==> src/rtl/spi_regbank.sv <==
`timescale 1ns/1ps
module spi_regbank #(
  parameter int ADDR_W = 6,
  parameter int DATA_W = 24,
  parameter logic [ADDR_W-1:0] ADR_ST_A  = ADDR_W'(0),
  parameter logic [ADDR_W-1:0] ADR_MSK_A = ADDR_W'(1),
  parameter logic [ADDR_W-1:0] ADR_ST_B  = ADDR_W'(3),
  parameter logic [ADDR_W-1:0] ADR_MSK_B = ADDR_W'(4),
  parameter logic [ADDR_W-1:0] ADR_REV   = ADDR_W'(7),
  parameter int REV_MINOR = 2,
  parameter int REV_MAJOR = 3,
  parameter int FAB_ID    = 5
) (
  input  logic              clk,
  input  logic              rst_n,
  input  logic              spi_sclk,
  input  logic              spi_cs,
  input  logic              spi_mosi,
  output logic              spi_miso,
  input  logic [DATA_W-1:0] irq_ev_a,
  input  logic [DATA_W-1:0] irq_ev_b,
  output logic              irq_out
);
  localparam int FRAME_W = DATA_W + ADDR_W + 2;
  localparam int CNT_W   = $clog2(FRAME_W) + 1;
  localparam int NREG    = 2 ** ADDR_W;
  localparam logic [CNT_W-1:0] CNT_HDR  = CNT_W'(ADDR_W + 1);
  localparam logic [CNT_W-1:0] CNT_LAST = CNT_W'(FRAME_W - 1);
  localparam logic [CNT_W-1:0] CNT_FULL = CNT_W'(FRAME_W);
  localparam logic [DATA_W-1:0] REV_WORD =
    DATA_W'(((FAB_ID & 15) << 9) | (2 << 6) | ((REV_MAJOR & 3) << 3) | (REV_MINOR & 7));

  logic [2:0] sclk_q;
  logic [1:0] cs_q, mosi_q;
  logic [CNT_W-1:0] cnt;
  logic [FRAME_W-2:0] sh;
  logic [DATA_W-1:0] tx, rd_word;
  logic miso_q;
  logic [DATA_W-1:0] st_a, st_b, mk_a, mk_b;
  logic [DATA_W-1:0] mem [NREG];

  wire rise  = sclk_q[1] & ~sclk_q[2];
  wire fall  = ~sclk_q[1] & sclk_q[2];
  wire cs_on = cs_q[1];
  wire din   = mosi_q[1];
  wire take  = cs_on & rise & (cnt != CNT_FULL);
  wire hdr   = take & (cnt == CNT_HDR);
  wire wr    = take & (cnt == CNT_LAST) & sh[FRAME_W-2];
  wire [ADDR_W-1:0] ra = sh[ADDR_W-1:0];
  wire [ADDR_W-1:0] wa = sh[FRAME_W-3 -: ADDR_W];
  wire [DATA_W-1:0] wd = {sh[DATA_W-2:0], din};
  wire [DATA_W-1:0] clr_a = (wr && wa == ADR_ST_A) ? wd : '0;
  wire [DATA_W-1:0] clr_b = (wr && wa == ADR_ST_B) ? wd : '0;

  assign spi_miso = miso_q;
  assign irq_out  = |(st_a & ~mk_a) | |(st_b & ~mk_b);

  always_ff @(posedge clk or negedge rst_n)
    if (!rst_n) begin
      sclk_q <= '0;
      cs_q   <= '0;
      mosi_q <= '0;
    end else begin
      sclk_q <= {sclk_q[1:0], spi_sclk};
      cs_q   <= {cs_q[0], spi_cs};
      mosi_q <= {mosi_q[0], spi_mosi};
    end

  always_comb
    case (ra)
      ADR_ST_A:  rd_word = st_a;
      ADR_MSK_A: rd_word = mk_a;
      ADR_ST_B:  rd_word = st_b;
      ADR_MSK_B: rd_word = mk_b;
      ADR_REV:   rd_word = REV_WORD;
      default:   rd_word = mem[ra];
    endcase

  always_ff @(posedge clk or negedge rst_n)
    if (!rst_n) begin
      cnt    <= '0;
      sh     <= '0;
      tx     <= '0;
      miso_q <= 1'b0;
    end else if (!cs_on) begin
      cnt    <= '0;
      miso_q <= 1'b0;
    end else begin
      if (take) begin
        sh  <= {sh[FRAME_W-3:0], din};
        cnt <= cnt + 1'b1;
      end
      if (hdr)
        tx <= rd_word;
      else if (fall && cnt > CNT_HDR) begin
        miso_q <= tx[DATA_W-1];
        tx     <= {tx[DATA_W-2:0], 1'b0};
      end
    end

  always_ff @(posedge clk or negedge rst_n)
    if (!rst_n) begin
      st_a <= '0;
      st_b <= '0;
      mk_a <= '1;
      mk_b <= '1;
      for (int i = 0; i < NREG; i++) mem[i] <= '0;
    end else begin
      st_a <= (st_a & ~clr_a) | irq_ev_a;
      st_b <= (st_b & ~clr_b) | irq_ev_b;
      if (wr) begin
        if (wa == ADR_MSK_A) mk_a <= wd;
        if (wa == ADR_MSK_B) mk_b <= wd;
        mem[wa] <= wd;
      end
    end
endmodule

==> config.mk <==
export PLATFORM = sky130hd
export DESIGN_NAME = spi_regbank
export DESIGN_NICKNAME = d
export VERILOG_FILES = /design/src/rtl/spi_regbank.sv
export SDC_FILE = /design/constraint.sdc
export NUM_CORES = 2
export LEC_CHECK = 0
export ABC_AREA = 1
export BUFFER_PORTS_ARGS = -buffer_cell sky130_fd_sc_hd__clkbuf_2
export CAP_MARGIN = 20
export CORE_MARGIN = 5
export CORE_UTILIZATION = 55
export CTS_CLUSTER_SIZE = 30
export DETAILED_ROUTE_END_ITERATION = 10
export GPL_ROUTABILITY_DRIVEN = 0
export PLACE_DENSITY = 0.72
export SLEW_MARGIN = 20
export SYNTH_ARGS = -nofsm -noshare
export SYNTH_HDL_FRONTEND = slang
export SYNTH_SLANG_ARGS = --single-unit
==> constraint.sdc <==
create_clock -name clk -period 4.6 [get_ports clk]
set_clock_uncertainty 0.2 [all_clocks]
set_input_delay 0.69 -clock clk [delete_from_list [all_inputs] [get_ports clk]]
set_output_delay 0.69 -clock clk [all_outputs]
set_load 0.02 [all_outputs]
==> flow_results.xml <==
<?xml version="1.0" encoding="UTF-8"?>
<metrics>
  <group name="sta">
    <metric name="hold_slack" unit="ns">0.148</metric>
    <metric name="setup-violations-final" unit="">0</metric>
    <metric name="layout_min_cycle_time" unit="ns">3.72</metric>
    <metric name="slew_headroom" unit="%">23.3</metric>
    <metric name="max_freq" unit="MHz">269</metric>
    <metric name="timing.final.max_slew_violations" unit="">0</metric>
    <metric name="finalSetupTns" unit="ns">0</metric>
    <metric name="worst_pin_slew" unit="ns">1.15</metric>
    <metric name="rsz0062_at_grt" unit="">false</metric>
    <metric name="hold_viol_final" unit="">0</metric>
    <metric name="period_share" unit="%">80.8</metric>
  </group>
  <group name="floorplan">
    <metric name="num_io_pins" unit="">55</metric>
    <metric name="die_h" unit="µm">388</metric>
    <metric name="core.rowCount" unit="">138</metric>
    <metric name="design.die.area" unit="µm²">150000</metric>
    <metric name="coreArea" unit="µm²">142000</metric>
    <metric name="start_util" unit="%">55.4</metric>
    <metric name="die_x" unit="µm">388</metric>
  </group>
  <group name="cells_and_area">
    <metric name="postLayoutCoreUtil" unit="%">60.9</metric>
    <metric name="layout.cells.most_common" unit="">nand2_1</metric>
    <metric name="final_layout_size_suffix_gt1_share" unit="%">6.09</metric>
    <metric name="mostFrequentLayoutCells" unit="">nand2_1 (3790), o21ai_0 (1720), dfrtp_1 (1649)</metric>
    <metric name="areaGrowthSynthToFinish" unit="%">9.95</metric>
    <metric name="nNetsFinal" unit="">9876</metric>
  </group>
  <group name="cts">
    <metric name="tritoncts" unit="">built</metric>
    <metric name="numClockSinks" unit="">1701</metric>
    <metric name="post_cts.repair.setup_buffers" unit="">0</metric>
    <metric name="cts_inserted_buffers" unit="">175</metric>
    <metric name="cts-root-buf" unit="">clkbuf_16</metric>
    <metric name="hold_buffers" unit="">52</metric>
    <metric name="postCtsResizedCells" unit="">0</metric>
    <metric name="clk_slew_on_worst_s_h_paths" unit="ns">0.06</metric>
    <metric name="htree_num_levels" unit="">4</metric>
    <metric name="insertion_delay" unit="ns">0.83</metric>
    <metric name="clockBufferDepth" unit="">3</metric>
  </group>
  <group name="synth">
    <metric name="syn_area_per_cell" unit="µm²">7.71</metric>
    <metric name="yosys_warnings" unit="">0</metric>
    <metric name="ys_ff_latch" unit="">1701</metric>
    <metric name="ys_types" unit="">35</metric>
    <metric name="yosysSeqAreaShare" unit="%">54.3</metric>
    <metric name="synth_edf_count" unit="">0</metric>
    <metric name="synthesis.area" unit="µm²">78400</metric>
    <metric name="synth_async_reset_ratio" unit="%">100</metric>
    <metric name="most_used_flip_flop_cell_after_synthesis" unit="">dfrtp_1</metric>
    <metric name="synthesis.instances" unit="">10200</metric>
    <metric name="synth_fp_nets" unit="">10200</metric>
  </group>
  <group name="power_and_ir_drop">
    <metric name="total_switching_power" unit="W">0.0107</metric>
    <metric name="power.share.clock" unit="%">41.1</metric>
    <metric name="intPower" unit="W">0.0247</metric>
    <metric name="power.sequential.fraction" unit="%">42.6</metric>
    <metric name="total_leakage_power" unit="nW">39.4</metric>
    <metric name="power.ir.vdd_worst" unit="µV">395</metric>
    <metric name="power.switching_fraction" unit="%">30.3</metric>
    <metric name="cellPowerDensity" unit="nW/µm²">411</metric>
    <metric name="combinationalPowerShare" unit="%">16.3</metric>
  </group>
  <group name="worst_setup_path">
    <metric name="worstPathCellList" unit="">inv_8 -&gt; buf_12 -&gt; buf_12 -&gt; nand2_1 -&gt; nand3_1 -&gt; nand2_1 -&gt; nand2_1 -&gt; nand2_1 -&gt; inv_1 -&gt; nand2_1 -&gt; nand2_1 -&gt; nand2_1 -&gt; nor2_1 -&gt; nand2_1 -&gt; nand2_1 -&gt; a21oi_1</metric>
    <metric name="rr_endpoint" unit="">tx[20]</metric>
    <metric name="regToRegSetupSlack" unit="ns">0.88</metric>
    <metric name="worst_path_max_delay_cell" unit="">dfrtp_4</metric>
    <metric name="worst-setup-path-type" unit="">reg -&gt; reg</metric>
    <metric name="startpoint_type" unit="">flip-flop</metric>
    <metric name="reg2reg_depth" unit="">16</metric>
    <metric name="end_kind" unit="">flip-flop</metric>
    <metric name="worstPathMaxFanout" unit="">95</metric>
    <metric name="critical_path_required" unit="ns">5.11</metric>
    <metric name="crit_path_max_incr_delay" unit="ns">0.63</metric>
    <metric name="cpMostUsedCell" unit="">nand2_1</metric>
    <metric name="crit_arrival" unit="ns">4.22</metric>
    <metric name="worstReg2RegStart" unit="">sh[0]</metric>
  </group>
  <group name="routing">
    <metric name="route.detailed.wl_per_inst" unit="µm">21.3</metric>
    <metric name="viasPerCell" unit="">5.82</metric>
    <metric name="via_count" unit="">69000</metric>
    <metric name="ant_nets" unit="">0</metric>
    <metric name="drc_errors" unit="">0</metric>
    <metric name="postRouteWirelength" unit="mm">253</metric>
    <metric name="first_iter_violations" unit="">8201</metric>
    <metric name="detailedRoute.firstPassIterationCount" unit="">9</metric>
  </group>
  <group name="run_status">
    <metric name="outcome" unit="">finished clean</metric>
  </group>
  <group name="run">
    <metric name="max_cap_violations" unit="">0</metric>
  </group>
  <group name="global_routing">
    <metric name="global_route.overflow_total" unit="">0</metric>
    <metric name="grt_pass1_vias" unit="">65600</metric>
    <metric name="grt_pass1_wl" unit="mm">393</metric>
    <metric name="global_route.usage.total" unit="%">33.4</metric>
    <metric name="grt_start_max_net_pins" unit="">162</metric>
    <metric name="grt_antenna_before_repair" unit="">13</metric>
  </group>
  <group name="hold_path">
    <metric name="min_delay_worst_endpoint" unit="">sclk_q[1]</metric>
    <metric name="timing.hold.worst.start" unit="">sclk_q[0]</metric>
    <metric name="hp-class" unit="">reg -&gt; reg</metric>
    <metric name="worstHoldPathCells" unit="">0</metric>
  </group>
  <group name="placement">
    <metric name="io_buffers" unit="">54</metric>
    <metric name="dpl.hpwl" unit="mm">145</metric>
  </group>
</metrics>
## worst max-delay path, delay by kind of cell, from the launching register on
family,cells,cell delay [ns]
flip-flops,1,0.63
AO/OA/AOI/OAI,1,0.06
buffers and inverters,4,1.07
AND/OR/NAND/NOR,11,1.40
## per-layer routing
layer / wire length [µm] / up-vias / share of wire (%) / track usage [%]
met1: 99300 / 33100 / 39 / 44.6
met4: 15300 / 10 / 6.0 / 17.4
met3: 26200 / 759 / 10 / 7.65
li1: - / 31500 / - / -
met5: 57 / - / 0.023 / 0
met2: 112000 / 3525 / 44 / 51.2
## synthesized netlist by cell type (4+ instances only)
| master | count | area (µm²) |
|---|---|---|
| o211ai_1 | 50 | 375 |
| nand2_1 | 3794 | 14200 |
| dfrtp_1 | 1653 | 41400 |
| buf_2 | 85 | 425 |
| dfstp_2 | 48 | 1260 |
| o21ai_1 | 26 | 130 |
| o22ai_1 | 22 | 138 |
| clkbuf_1 | 682 | 2560 |
| nand3_1 | 514 | 2570 |
| a31oi_1 | 66 | 413 |
| o21ai_0 | 1720 | 8610 |
| buf_1 | 57 | 214 |
| inv_1 | 674 | 2530 |
| o21bai_1 | 41 | 308 |
| a21oi_1 | 168 | 841 |
| nor2_1 | 473 | 1780 |
| nand4_1 | 70 | 438 |
| buf_4 | 4 | 30.0 |
## per-stage QoR
| stage | cell area, µm² | cells | setup slack (ns) | power (W) |
|---|---|---|---|---|
| 6_report | 86200 | 11900 | 0.883 | 0.0354 |
| 5_1_grt | 86200 | 11900 | 0.870 | 0.0365 |
| 3_5_place_dp | 79800 | 11500 | 1.10 | 0.0209 |
| 2_1_floorplan | 78400 | 10200 | 2.34 | 0.0183 |
| 4_1_cts | 86200 | 11900 | 1.09 | 0.0354 |
| 3_3_place_gp | 79700 | 11500 | 1.17 | 0.0209 |
## cell type report
class	instances	area, µm²
flip-flops and latches	1701	42600
well taps	1890	2360
fillers	12500	55300
inverters	678	2570
repair buffers	296	2680
multi-input cells	6969	30100
clock inverters	49	604
diodes	3	7.51
clock buffers	270	5290
## flip-flops by register name (all words and copies together) (netlist names), 6 cells and up
signal  count
mem      1536
sh         31
mk_a       24
mk_b       24
st_a       24
st_b       24
tx         24
cnt         6
## kinds of logic (layout without fill, tap and decap cells)
group / Yosys count / in the layout / share of synthesized area (%)
and+or+nand+nor: 4863 / 4863 / 24.4
DFF: 1701 / 1701 / 54.3
other: 0 / 3 / 0
adders and majority gates: 2 / 2 / 0.0319
buffers and inverters: 1506 / 1293 / 7.36
AOI/OAI and AO/OA: 2104 / 2104 / 13.9
## how the worst max path moves through the flow
stage	from	to
5_1_grt	sh[0]	tx[20]
3_3_place_gp	sh[0]	tx[20]
6_report	sh[0]	tx[20]
3_5_place_dp	sh[0]	tx[20]
2_1_floorplan	cnt[0]	mem[655]
4_1_cts	sh[0]	tx[20]
## power by group through the flow
stage	combinational [W]	sequential (W)	clock, W
6_report	0.00579	0.0151	0.0146
5_1_grt	0.00608	0.0151	0.0154
4_1_cts	0.00560	0.0151	0.0147
3_5_place_dp	0.00554	0.0154	0
3_3_place_gp	0.00553	0.0154	0
2_1_floorplan	0.00306	0.0153	0
No activity file was read; power rests on OpenSTA's default activity.
